==> src/rtl/cla_pkg.sv <==
package cla_pkg;
  localparam int unsigned DATA_W  = 32;
  localparam int unsigned GROUP_W = 4;
  localparam int unsigned GROUPS  = 4;
endpackage

==> src/rtl/cla_lookahead.sv <==
module cla_lookahead #(
  parameter int unsigned N = 4
) (
  input  logic [N-1:0] p,
  input  logic [N-1:0] g,
  input  logic         cin,
  output logic [N-1:0] c,
  output logic         gp,
  output logic         gg,
  output logic         cout
);
  // Sum-of-products carries: every carry is formed from the bit terms
  // and cin directly, with no dependence on the carry of its neighbour.
  always_comb begin : la_terms
    logic acc;
    logic prod;
    c = '0;
    for (int i = 0; i < N; i++) begin
      acc = 1'b0;
      for (int j = 0; j < i; j++) begin
        prod = g[j];
        for (int k = j + 1; k < i; k++) prod = prod & p[k];
        acc = acc | prod;
      end
      prod = cin;
      for (int k = 0; k < i; k++) prod = prod & p[k];
      c[i] = acc | prod;
    end
    acc = 1'b0;
    for (int j = 0; j < N; j++) begin
      prod = g[j];
      for (int k = j + 1; k < N; k++) prod = prod & p[k];
      acc = acc | prod;
    end
    gg   = acc;
    gp   = &p;
    cout = gg | (gp & cin);
  end
endmodule

==> src/rtl/cla_group.sv <==
module cla_group #(
  parameter int unsigned N = 4
) (
  input  logic [N-1:0] a,
  input  logic [N-1:0] b,
  input  logic         cin,
  output logic [N-1:0] s,
  output logic [N-1:0] c,
  output logic         gp,
  output logic         gg
);
  logic [N-1:0] p;
  logic [N-1:0] g;
  logic         unused_cout;

  for (genvar i = 0; i < N; i++) begin : g_bit
    assign p[i] = a[i] ^ b[i];
    assign g[i] = a[i] & b[i];
    assign s[i] = p[i] ^ c[i];
  end

  cla_lookahead #(.N(N)) u_la (
    .p(p), .g(g), .cin(cin), .c(c), .gp(gp), .gg(gg), .cout(unused_cout)
  );
endmodule

==> src/rtl/cla_section.sv <==
module cla_section #(
  parameter int unsigned GW = 4,
  parameter int unsigned NG = 4,
  localparam int unsigned SW = GW * NG
) (
  input  logic [SW-1:0] a,
  input  logic [SW-1:0] b,
  input  logic          cin,
  output logic [SW-1:0] s,
  output logic [SW-1:0] c,
  output logic          cout
);
  logic [NG-1:0] grp_p;
  logic [NG-1:0] grp_g;
  logic [NG-1:0] grp_cin;
  logic          sec_p;
  logic          sec_g;

  for (genvar k = 0; k < NG; k++) begin : g_grp
    cla_group #(.N(GW)) u_grp (
      .a(a[k*GW +: GW]), .b(b[k*GW +: GW]), .cin(grp_cin[k]),
      .s(s[k*GW +: GW]), .c(c[k*GW +: GW]), .gp(grp_p[k]), .gg(grp_g[k])
    );
  end

  cla_lookahead #(.N(NG)) u_la2 (
    .p(grp_p), .g(grp_g), .cin(cin), .c(grp_cin),
    .gp(sec_p), .gg(sec_g), .cout(cout)
  );
endmodule

==> src/rtl/cla_addsub.sv <==
module cla_addsub
  import cla_pkg::*;
#(
  parameter int unsigned WIDTH = DATA_W,
  parameter int unsigned GW    = GROUP_W,
  parameter int unsigned NG    = GROUPS,
  localparam int unsigned SW   = GW * NG,
  localparam int unsigned NSEC = WIDTH / SW
) (
  input  logic             clk,
  input  logic             rst,
  input  logic [WIDTH-1:0] a_i,
  input  logic [WIDTH-1:0] b_i,
  input  logic             sub_i,
  output logic [WIDTH-1:0] sum_o,
  output logic             cout_o,
  output logic             ovf_o
);
  logic [WIDTH-1:0] b_eff;
  logic [WIDTH-1:0] s_w;
  logic [WIDTH-1:0] c_w;
  logic [NSEC:0]    link;

  assign b_eff   = b_i ^ {WIDTH{sub_i}};
  assign link[0] = sub_i;

  for (genvar k = 0; k < NSEC; k++) begin : g_sec
    cla_section #(.GW(GW), .NG(NG)) u_sec (
      .a(a_i[k*SW +: SW]), .b(b_eff[k*SW +: SW]), .cin(link[k]),
      .s(s_w[k*SW +: SW]), .c(c_w[k*SW +: SW]), .cout(link[k+1])
    );
  end

  always_ff @(posedge clk) begin
    if (rst) begin
      sum_o  <= '0;
      cout_o <= 1'b0;
      ovf_o  <= 1'b0;
    end else begin
      sum_o  <= s_w;
      cout_o <= link[NSEC];
      ovf_o  <= c_w[WIDTH-1] ^ link[NSEC];
    end
  end
endmodule

==> config.mk <==
export PLATFORM = sky130hd
export DESIGN_NAME = cla_addsub
export DESIGN_NICKNAME = d
export VERILOG_FILES = /design/src/rtl/cla_pkg.sv /design/src/rtl/cla_lookahead.sv /design/src/rtl/cla_group.sv /design/src/rtl/cla_section.sv /design/src/rtl/cla_addsub.sv
export SDC_FILE = /design/constraint.sdc
export NUM_CORES = 1
export LEC_CHECK = 0
export ABC_AREA = 0
export BUFFER_PORTS_ARGS = -buffer_cell sky130_fd_sc_hd__buf_4
export CAP_MARGIN = 40
export CORE_MARGIN = 3
export CORE_UTILIZATION = 49
export DETAILED_ROUTE_END_ITERATION = 10
export PLACE_DENSITY = 0.8
export SETUP_SLACK_MARGIN = 0.02
export SYNTH_ARGS = -nofsm -noshare
export SYNTH_HDL_FRONTEND = slang
export SYNTH_SLANG_ARGS = --single-unit
==> constraint.sdc <==
create_clock -name clk -period 4.2 [get_ports clk]
set_input_delay 0.21 -clock clk [delete_from_list [all_inputs] [get_ports clk]]
set_output_delay 0.21 -clock clk [all_outputs]
set_load 0.005 [all_outputs]
# Word-level counts from Yosys, hierarchy flattened
# Index checks and enable logic that the tools add are counted.
[classes] bitwise=282 n_shift=0 mul=0 n_div=0 muxes=0 order_cmp=0 n_eq_ne=0 add_sub_neg=0 n_reduce_logical=10
[op_table] op="bitwise AND 1 bit" count=124
[op_table] op="OR 1 bit" count=92
[op_table] op="XOR 1 bit" count=65
[op_table] op="AND reduction 16 bit" count=2
[op_table] op="AND reduction 4 bit" count=8
[op_table] op="XOR 32 bit" count=1
[totals] memories=0 word_cells=295 register_bits=34 inputBits=67 rom_bits=0 latchBits=0 ram_bits=0

# Depth between registers and ports, before layout
# Gate-level depths: netlist (run 1).
[depth] depth_word=24 mapped_depth=18 ltp_nobuf=16

# Hierarchy
# Synthesis (run 1) repeated with hierarchy kept, for this count alone.
[unflattened] cells_unflattened=302 area_unflattened_um2=2747.6
[by_module_without_submodules] module="cla_addsub" area_per_inst_um2=1266.2 seq_area_each_um2=680.7 instances=1 cells_per_inst=108
[by_module_without_submodules] module="cla_lookahead" area_per_inst_um2=80.1 seq_area_each_um2=0.0 instances=10 cells_per_inst=13
[by_module_without_submodules] module="cla_group" area_per_inst_um2=85.1 seq_area_each_um2=0.0 instances=8 cells_per_inst=8

# Least setup slack after synthesis (run 1)
# OpenSTA, ideal clock, no wires.
[synth_timing] path_kind="input port to flip-flop" start="in sub_i" end="reg ovf_o" path_slack_ns=0.545 t_arrival_ns=3.535 path_buffers=2 cell_stages=18 setup_time_ns=0.121 cell_sequence="buf_2 > buf_1 > xor2_1 > ha_1 > a211o_1 > a31o_1 > a211oi_1 > nor2_2 > or2_4 > inv_2 > o31a_4 > o21ai_1 > ha_1 > o21a_1 > o21a_1 > nor2_1 > nor2_1 > mux2_2"
[synth_between] elab_chain_cells=24
[synth_rtl] element="start, declared" line_no="cla_addsub.sv:14" text="input logic sub_i,"
[synth_rtl] element="XOR 32 bit" line_no="cla_addsub.sv:24" text="assign b_eff = b_i ^ {WIDTH{sub_i}};"
[synth_rtl] element="bitwise AND 1 bit / XOR 1 bit (equally long branches)" line_no="cla_group.sv:18, cla_group.sv:17"
[synth_rtl] element="bitwise AND 1 bit (3 in a row)" line_no="cla_lookahead.sv:32" text="for (int k = j + 1; k < N; k++) prod = prod & p[k];"
[synth_rtl] element="OR 1 bit (3 in a row)" line_no="cla_lookahead.sv:33" text="acc = acc | prod;"
[synth_rtl] element="bitwise AND 1 bit (3 in a row)" line_no="cla_lookahead.sv:32"
[synth_rtl] element="OR 1 bit (3 in a row)" line_no="cla_lookahead.sv:33"
[synth_rtl] element="OR 1 bit" line_no="cla_lookahead.sv:37" text="cout = gg | (gp & cin);"
[synth_rtl] element="bitwise AND 1 bit"
[synth_rtl] element="bitwise AND 1 bit (2 in a row)" line_no="cla_lookahead.sv:26" text="for (int k = 0; k < i; k++) prod = prod & p[k];"
[synth_rtl] element="OR 1 bit" line_no="cla_lookahead.sv:27" text="c[i] = acc | prod;"
[synth_rtl] element="bitwise AND 1 bit (3 in a row)" line_no="cla_lookahead.sv:26"
[synth_rtl] element="OR 1 bit" line_no="cla_lookahead.sv:27"
[synth_rtl] element="XOR 1 bit *" line_no="cla_addsub.sv:42" text="ovf_o <= c_w[WIDTH-1] ^ link[NSEC];"
[synth_rtl] element="end signal, assigned" line_no="cla_addsub.sv:42"
[synth_rtl] element="end, declared" line_no="cla_addsub.sv:17" text="output logic ovf_o"
# Mark *: on every way between the ends. The rest lies on a longest branch, timed or not.
# A chain may end at the register's enable or synchronous reset.

# Final worst setup path (run 1)
# Ends and elaborated chain as after synthesis.

==> results of run 1 <==
-- final cells by class --
class	instances	area share
Multi-Input combinational cell	222	0.509
Timing Repair Buffer	101	0.218
Sequential cell	34	0.196
Clock buffer	8	0.0316
Tap cell	67	0.0241
Inverter	20	0.0216
-- logic make-up (layout without fill, tap and decap cells) --
group / after synthesis / count (layout) / synth area share
xor+xnor: 55 / 55 / 0.188
flops: 34 / 34 / 0.266
mux: 2 / 2 / 0.00831
simple gates: 67 / 67 / 0.119
fa+ha+maj: 47 / 47 / 0.250
buf+inv: 28 / 129 / 0.0415
compound gates: 51 / 51 / 0.127
-- registers in the layout (all words and copies together) (netlist names) --
name    cells
sum_o      32
cout_o      1
ovf_o       1
-- per-stage QoR --
stage / setup slack [ns] / cell area, µm² / power [W] / utilization
3_3_place_gp: 0.768 / 3370 / 0.000906 / 0.691
3_5_place_dp: 0.687 / 3370 / 0.000923 / 0.691
6_report: 1.00 / 3480 / 0.00120 / 0.713
4_1_cts: 0.981 / 3480 / 0.00122 / 0.713
2_1_floorplan: 0.545 / 2560 / 0.000713 / -
5_1_grt: 0.719 / 3480 / 0.00129 / 0.713
-- metal layers --
layer / track usage / vias to the layer above / share of wire
met1: 0.225 / 1014 / 0.42
li1: - / 1153 / -
met4: 0.0594 / 0 / 0.012
met5: 0 / - / 0
met2: 0.359 / 64 / 0.50
met3: 0.0562 / 6 / 0.063
-- report_power, final --
part,internal (W),switching [W]
registers,0.000385,0.0000160
clock network,0.000166,0.000123
logic,0.000269,0.000245
-- final timing paths --
kind | startpoint | to | cells past startpoint
setup / recovery | sub_i | ovf_o | 17
hold / removal | a_i[0] | sum_o[1] | 4
-- layout by cell type, fill, tap and decap left out, types with 2 or more instances in the layout --
cell	n
dfxtp_1	34
clkbuf_8	8
o21a_1	3
xnor2_1	7
inv_1	19
a221oi_1	2
o21ai_0	11
nand2b_1	7
nand4_1	5
ha_1	40
nand3_1	2
nor3_1	5
nor2_1	36
o21ai_1	3
xor2_1	48
a21oi_1	17
a21o_1	6
fa_1	7
a211oi_1	3
nand2_1	7
buf_4	101
a211o_1	2
==> run_results.csv, run 1 <==
group,metric,value,unit
status,status,"completed",
routing,initialDrtViolationCount,83,
routing,first_pass_iters,4,
logic_synthesis,syn_nets,398,
cells_and_area,drive_above_1_share,0.296,
timing,fmax,0.313,GHz
power,vdd_drop_max,0.191,mV
global_routing,antenna_found_initial,0,
timing,whs,0.294,ns
placement,place_congestion,0.805,
global_routing,grt_first_pass_wirelength,9.76,mm
worst_setup_path,cp-start-kind,"input port",
clock_tree,clock-root-buffer,"clkbuf_8",
floorplanning,initial_core_util,0.525,
global_routing,grt.overflow.total,0,
timing,slew_headroom,0.753,
logic_synthesis,yosysSeqAreaShare,0.266,
worst_hold_path,hold_class,"in -> reg",
timing,max_slew.worst_pin.slew,0.370,ns
logic_synthesis,synth_top_cell_by_area,"dfxtp_1",
worst_setup_path,crit_fanout,15,
power,p_leak,1.80,nW
logic_synthesis,synth_area,0.00256,mm²
global_routing,grt_max_degree,36,
clock_tree,cts_buffers,5,
timing,min_period_over_period,0.761,
routing,drc,0,
cells_and_area,instances_no_fill,452,
logic_synthesis,synth.most_common_cell,"xor2_1",
timing,tns,0,ns
worst_setup_path,cpMaxStageDelayCell,"ha_1",
clock_tree,clkSinkCount,34,
clock_tree,post-cts-setup-buffer-count,0,
floorplanning,rows,25,
timing,rsz0062_at_grt,"false",
routing,via_count,2237,
clock_tree,cts.reportedPaths.clkPinSlew,0.07,ns
routing,antenna_left,0,
timing,min_period,3.20,ns
routing,wl_per_cell,13.2,µm
power,powerDensity,346,mW/mm²
clock_tree,clk_path_buf_depth,2,
logic_synthesis,synth-edff-count,0,
cells_and_area,regArea,681,µm²
logic_synthesis,synthDistinctLibCells,35,
placement,dp_cells,444,
worst_setup_path,end_kind,"flip-flop",
cells_and_area,fill_cells,433,
flow_run,maxCapViolations,0,
global_routing,grt_pass1_vias,2246,
floorplanning,fp.dieH,78.3,µm
cells_and_area,multi_input_area,0.00177,mm²
worst_setup_path,max_stage_delay,0.36,ns
logic_synthesis,synth_cells,284,
logic_synthesis,avgSynthCellArea,9.01,µm²
floorplanning,fp.coreArea,0.00488,mm²
logic_synthesis,synth_top_cells_by_count,"48 x xor2_1, 40 x ha_1, 36 x nor2_1, 34 x dfxtp_1, 19 x inv_1",
global_routing,grtUsageTotal,0.198,
logic_synthesis,ys_top_cells_by_area,"dfxtp_1 27%, ha_1 20%, xor2_1 16%, fa_1 5.5%, nor2_1 5.3%",
clock_tree,cts_tree,"built",
worst_setup_path,critPathKind,"in -> reg",
worst_setup_path,critPathArrivalTime,3.37,ns
clock_tree,hold_buffers,0,
cells_and_area,num_antenna_cells,0,
logic_synthesis,ys_seq_elements,34,
placement,dp_hpwl,4.82,mm
timing,slew_violations,0,
cells_and_area,area_growth,36.0,%
cells_and_area,layout.nets,498,
placement,portBuffers,100,
clock_tree,h-tree-depth,2,
logic_synthesis,yosys.area.top_type_share,0.266,
floorplanning,die_w,78.3,µm
worst_setup_path,path_delay_family,"compound AO/OA/AOI/OAI gates",
logic_synthesis,ys.flop_type,"dfxtp_1",
timing,finalHoldViolCount,0,
routing,wl,5.99,mm
floorplanning,io_pins,101,
floorplanning,die-area,0.00613,mm²
timing,setup_viol,0,
worst_setup_path,critPathBufInv,2,
logic_synthesis,ys_async_sr_fraction,0,
logic_synthesis,yosys_warnings,0,
worst_setup_path,path_cells,"buf_4, xor2_1, ha_1, a211o_1, a31o_1, a211oi_1, nor2_2, or2_4, inv_2, o31a_4, o21ai_1, ha_1, o21a_1, o21a_1, nor2_1, nor2_1, mux2_2",
routing,routed_via_density,4.95,
worst_setup_path,critical_path_required,4.37,ns
clock_tree,post_cts_resize_count,0,
No activity file was read; power rests on OpenSTA's default activity.
==> run 2: changes to the inputs <==
Settings changed: CORE_UTILIZATION 49 to 45, PLACE_DENSITY 0.8 to 0.78.
Clock period 4.2 ns to 2.6 ns, I/O delays scaled along.
==> run_results.csv, run 2 (synthesis gave the netlist of run 1 again) <==
group,metric,value,unit
placement,dp_hpwl,5.36,mm
routing,first_pass_iters,5,
clock_tree,cts_buffers,5,
floorplanning,die_w,81.4,µm
worst_setup_path,critPathKind,"in -> reg",
floorplanning,rows,26,
cells_and_area,layout.nets,568,
clock_tree,cts_tree,"built",
timing,min_period_over_period,1.06,
routing,routed_via_density,4.80,
worst_hold_path,hold_path_end,"sum_o[1]",
cells_and_area,largest_reg_flops,32,
worst_setup_path,critical_path_required,2.77,ns
worst_hold_path,hold_path.startpoint,"a_i[0]",
power,vdd_drop_max,0.294,mV
cells_and_area,num_antenna_cells,0,
placement,postPlaceCellArea,0.00382,mm²
global_routing,antenna_found_initial,0,
routing,antenna_left,0,
timing,max_slew.worst_pin.slew,0.379,ns
clock_tree,clkSinkCount,34,
cells_and_area,drive_above_1_share,0.448,
timing,fmax,0.363,GHz
worst_setup_path,cp.depth,17,
worst_setup_path,crit_fanout,6,
placement,portBuffers,100,
clock_tree,h-tree-depth,2,
global_routing,grt_first_pass_wirelength,11.2,mm
status,violations,"setup timing",
timing,rsz0062_at_grt,"true",
global_routing,grt_max_degree,36,
worst_hold_path,hold_class,"in -> reg",
flow_run,maxCapViolations,0,
worst_setup_path,cp-start-kind,"input port",
placement,pre_cts_ws,-0.627,ns
routing,via_count,2511,
floorplanning,fp.dieH,81.4,µm
cells_and_area,fill_cells,369,
worst_setup_path,end_kind,"flip-flop",
power,powerDensity,516,mW/mm²
cells_and_area,largestRegisters,"sum_o (32), cout_o (1), ovf_o (1)",
worst_setup_path,cpMaxStageDelayCell,"ha_1",
floorplanning,io_pins,101,
routing,wl,6.93,mm
cells_and_area,final_common_cell,"buf_4",
worst_setup_path,max_stage_delay,0.29,ns
worst_setup_path,critPathArrivalTime,2.93,ns
placement,place_congestion,0.809,
clock_tree,clock-root-buffer,"clkbuf_8",
timing,slew_violations,0,
power,p_leak,2.18,nW
clock_tree,clk_path_buf_depth,2,
cells_and_area,area_growth,62.5,%
global_routing,grt_pass1_vias,2584,
cells_and_area,final_cell_mix,"164 x buf_4, 47 x xor2_1, 36 x ha_1",
cells_and_area,top_register,"sum_o",
cells_and_area,fin_area,0.00416,mm²
floorplanning,die-area,0.00663,mm²
worst_setup_path,path_cells,"buf_12, xor2_1, ha_1, a211o_1, a31o_1, a211oi_2, nor2_2, or2_4, inv_4, o31a_4, o21ai_2, ha_2, o21a_1, o21a_1, nor2_2, nor2_1, mux2_4",
floorplanning,fp.coreArea,0.00530,mm²
routing,wl_per_cell,13.2,µm
worst_setup_path,critPathBufInv,2,
clock_tree,cts.reportedPaths.clkPinSlew,0.07,ns
global_routing,grt.overflow.total,0,
timing,min_period,2.75,ns
timing,slew_headroom,0.747,
timing,setup_viol,8,
clock_tree,hold_buffers,0,
timing,fin_ws,-0.151,ns
floorplanning,initial_core_util,0.483,
worst_hold_path,hold_depth,4,
timing,finalHoldViolCount,0,
routing,initialDrtViolationCount,62,
global_routing,grtUsageTotal,0.215,
worst_setup_path,path_delay_family,"compound AO/OA/AOI/OAI gates",
routing,drc,0,
status,status,"finished with violations",
[run 2: cell count changes in the layout (fill, tap and decap cells not counted), moves of 3 or more]
cell	previous run	this run
buf_4	101	164
o21ai_0	11	6
buf_6	0	4
ha_1	40	36
o21ai_2	0	4
a21oi_1	17	14
a21oi_2	0	3
ha_2	0	3
xnor2_1	7	4
xnor2_2	0	3
[run 2: final cells by class]
class,instances,area (µm²),area share
Tap cell,70,87.6,0.0211
Sequential cell,34,681,0.164
Clock buffer,6,82.6,0.0199
Inverter,20,77.6,0.0187
Timing Repair Buffer,171,1340,0.323
Multi-Input combinational cell,222,1890,0.454
[run 2: tightest hold or removal path, stage by stage]
cell and delay (ns):
buf_4 0.09, mux2i_1 0.07, xor2_1 0.12, nor2_1 0.04
[run 2: worst max path at each step]
| stage | startpoint | to | slack, ns |
|---|---|---|---|
| 3_5_place_dp | sub_i | ovf_o | -0.63 |
| 6_report | sub_i | ovf_o | -0.15 |
| 2_1_floorplan | sub_i | ovf_o | -0.57 |
| 4_1_cts | sub_i | ovf_o | -0.20 |
| 3_3_place_gp | sub_i | ovf_o | -0.53 |
| 5_1_grt | sub_i | sum_o[31] | -0.31 |
[run 2: through the flow]
step / hold slack, ns / total power [W] / util / setup TNS [ns] / std cells
floorplan: 0.364 / 0.00117 / - / -3.53 / 284
global placement: 0.509 / 0.00163 / 0.721 / -4.96 / 502
detailed placement: 0.510 / 0.00167 / 0.721 / -6.62 / 502
CTS: 0.211 / 0.00213 / 0.771 / -1.37 / 520
global route: 0.247 / 0.00230 / 0.784 / -2.07 / 523
finish: 0.214 / 0.00215 / 0.784 / -0.646 / 523
[run 2: repair_timing]
| action | 4_1_cts | 5_1_grt |
|---|---|---|
| setup endpoints to repair | 13 | 14 |
| resized for setup | 18 | 11 |
| pin swaps | 16 | 16 |
| gates cloned | 1 | 0 |
| setup buffers | 11 | 4 |
[run 2: where the power goes]
group	switching (W)	internal [W]	total (W)
clock	0.000190	0.000204	0.000394
sequential	0.0000282	0.000622	0.000650
combinational	0.000469	0.000633	0.00110
total	0.000686	0.00146	0.00215
[run 2: per-layer routing]
| layer | vias to the layer above | part of all wire | GRT usage |
|---|---|---|---|
| li1 | 1286 | - | - |
| met1 | 1138 | 0.40 | 0.252 |
| met2 | 75 | 0.51 | 0.389 |
| met3 | 12 | 0.066 | 0.0406 |
| met4 | 0 | 0.016 | 0.0726 |
| met5 | - | 0 | 0 |
==> run 3: changes to the inputs <==
Settings changed: CORE_UTILIZATION 45 to 49, PLACE_DENSITY 0.78 to 0.8, RECOVER_POWER set to 25.
Clock period 2.6 ns to 2.9 ns, I/O delays scaled along.
==> run_results.csv, run 3 (synthesis gave the netlist of run 1 again) <==
group,metric,value,unit
status,status,"completed",
placement,dp_cells,483,
clock_tree,clk_path_buf_depth,2,
global_routing,grt_busiest_layer,"met2",
routing,antenna_left,0,
worst_setup_path,max_stage_delay,0.29,ns
worst_hold_path,hold_class,"in -> reg",
cells_and_area,instances_no_fill,494,
global_routing,grt_first_pass_wirelength,10.8,mm
power,vdd_drop_max,0.293,mV
global_routing,grt.overflow.total,0,
clock_tree,hold_buffers,0,
routing,drc,0,
power,p_leak,2.01,nW
floorplanning,die-area,0.00613,mm²
flow_run,maxCapViolations,0,
routing,wl_per_cell,13.4,µm
cells_and_area,fin_area,0.00386,mm²
timing,whs,0.246,ns
timing,tns,0,ns
worst_setup_path,crit_fanout,7,
worst_setup_path,critPathKind,"in -> reg",
worst_hold_path,hold_depth,2,
worst_setup_path,cpMaxStageDelayCell,"ha_1",
routing,routed_via_density,4.89,
timing,min_period,2.79,ns
floorplanning,die_w,78.3,µm
placement,portBuffers,100,
cells_and_area,drive_above_1_share,0.389,
worst_hold_path,hold_path.startpoint,"rst",
worst_setup_path,end_kind,"flip-flop",
worst_setup_path,critical_path_required,3.08,ns
worst_hold_path,hold_path_end,"sum_o[12]",
cells_and_area,area_growth,50.9,%
global_routing,grt.met1_usage,0.255,
global_routing,antenna_found_initial,0,
clock_tree,cts_tree,"built",
cells_and_area,fill_cells,351,
power,powerDensity,474,mW/mm²
cells_and_area,final_cell_mix,"124 x buf_4, 46 x xor2_1, 38 x ha_1",
clock_tree,cts_buffers,5,
cells_and_area,top_register,"sum_o",
clock_tree,h-tree-depth,2,
cells_and_area,multi_input_area,0.00183,mm²
timing,rsz0062_at_grt,"true",
placement,dp_hpwl,5.22,mm
cells_and_area,largest_reg_flops,32,
floorplanning,io_pins,101,
routing,wl,6.61,mm
routing,initialDrtViolationCount,83,
cells_and_area,largestRegisters,"sum_o (32), cout_o (1), ovf_o (1)",
cells_and_area,final_common_cell,"buf_4",
timing,finalHoldViolCount,0,
placement,place_congestion,0.834,
global_routing,use_met3,0.0516,
clock_tree,clkSinkCount,34,
placement,postPlaceCellArea,0.00368,mm²
floorplanning,fp.dieH,78.3,µm
timing,slew_violations,0,
clock_tree,clock-root-buffer,"clkbuf_8",
cells_and_area,layout.nets,540,
routing,first_pass_iters,4,
worst_setup_path,path_cells,"buf_12, xor2_2, ha_1, a211o_1, a31o_1, a211oi_2, nor2_2, or2_4, inv_4, o31a_4, o21ai_2, ha_2, o21a_1, o21a_1, nor2_2, nor2_1, mux2_4",
timing,slew_headroom,0.723,
clock_tree,cts.reportedPaths.clkPinSlew,0.07,ns
global_routing,grt_max_degree,36,
timing,max_slew.worst_pin.slew,0.413,ns
cells_and_area,regArea,681,µm²
timing,setup_viol,0,
global_routing,grtUsageTotal,0.219,
global_routing,grt_pass1_vias,2465,
cells_and_area,num_antenna_cells,0,
timing,min_period_over_period,0.961,
routing,via_count,2417,
timing,fmax,0.359,GHz
floorplanning,initial_core_util,0.525,
floorplanning,rows,25,
global_routing,use_met2,0.395,
cells_and_area,postLayoutCoreUtil,0.792,
floorplanning,fp.coreArea,0.00488,mm²
worst_setup_path,cp-start-kind,"input port",
worst_setup_path,critPathArrivalTime,2.96,ns
==> run 3: changes by cell type in the layout (fill, tap and decap cells not counted), moves of 3 or more <==
cell / before / now
xnor2_2: 3 / 0
buf_4: 164 / 124
xnor2_1: 4 / 7
clkbuf_4: 0 / 15
buf_6: 4 / 1
==> run 3: worst max-delay path by stage <==
stage          startpoint   endpoint  slack [ns]  depth (start not counted)
3_3_place_gp        sub_i      ovf_o       -0.23                         17
3_5_place_dp        sub_i      ovf_o       -0.31                         17
6_report            sub_i      ovf_o        0.11                         17
2_1_floorplan       sub_i      ovf_o       -0.29                         18
4_1_cts             sub_i      ovf_o        0.05                         17
5_1_grt             sub_i  sum_o[23]       -0.02                         18
==> run 3: worst max-delay path: cells and delay by family <==
family / cells / cell delay (ns)
AO/OA/AOI/OAI: 7 / 1.25
XOR/XNOR: 1 / 0.17
adder cells (fa/ha/maj): 2 / 0.47
buffers and inverters: 2 / 0.18
multiplexers: 1 / 0.26
AND/OR/NAND/NOR: 4 / 0.47
==> run 3: what timing repair did <==
item,CTS,global route
resized for setup,1,12
pin swaps,3,6
buffers inserted,0,2
gates cloned,0,1
endpoints found under the hold margin,0,0
setup endpoints to repair,1,6
==> run 3: where the power goes <==
part           internal, W  leakage (nW)  total, W  switching (W)
clock network     0.000192        0.0482  0.000367       0.000175
registers         0.000557         0.283  0.000581      0.0000240
logic             0.000488          1.68  0.000884       0.000396
total              0.00124          2.01   0.00183       0.000595
==> run 3: cell type report <==
type	count	share of cell area
clock buffer	7	0.0223
timing repair buffer	143	0.286
clock inverter	1	0.00130
sequential	34	0.176
inverter	20	0.0201
multi-input combinational	222	0.473
tap	67	0.0217
==> run 3: per-layer routing <==
metal | vias up | share of wire
met5 | - | 0
li1 | 1228 | -
met3 | 8 | 0.059
met4 | 0 | 0.016
met2 | 75 | 0.50
met1 | 1106 | 0.42
==> run 3: stage by stage <==
step,setup slack [ns],power (W)
after global routing,-0.0179,0.00197
after floorplan,-0.289,0.00105
after global placement,-0.230,0.00142
after detailed placement,-0.309,0.00145
after CTS,0.0503,0.00182
final,0.113,0.00183
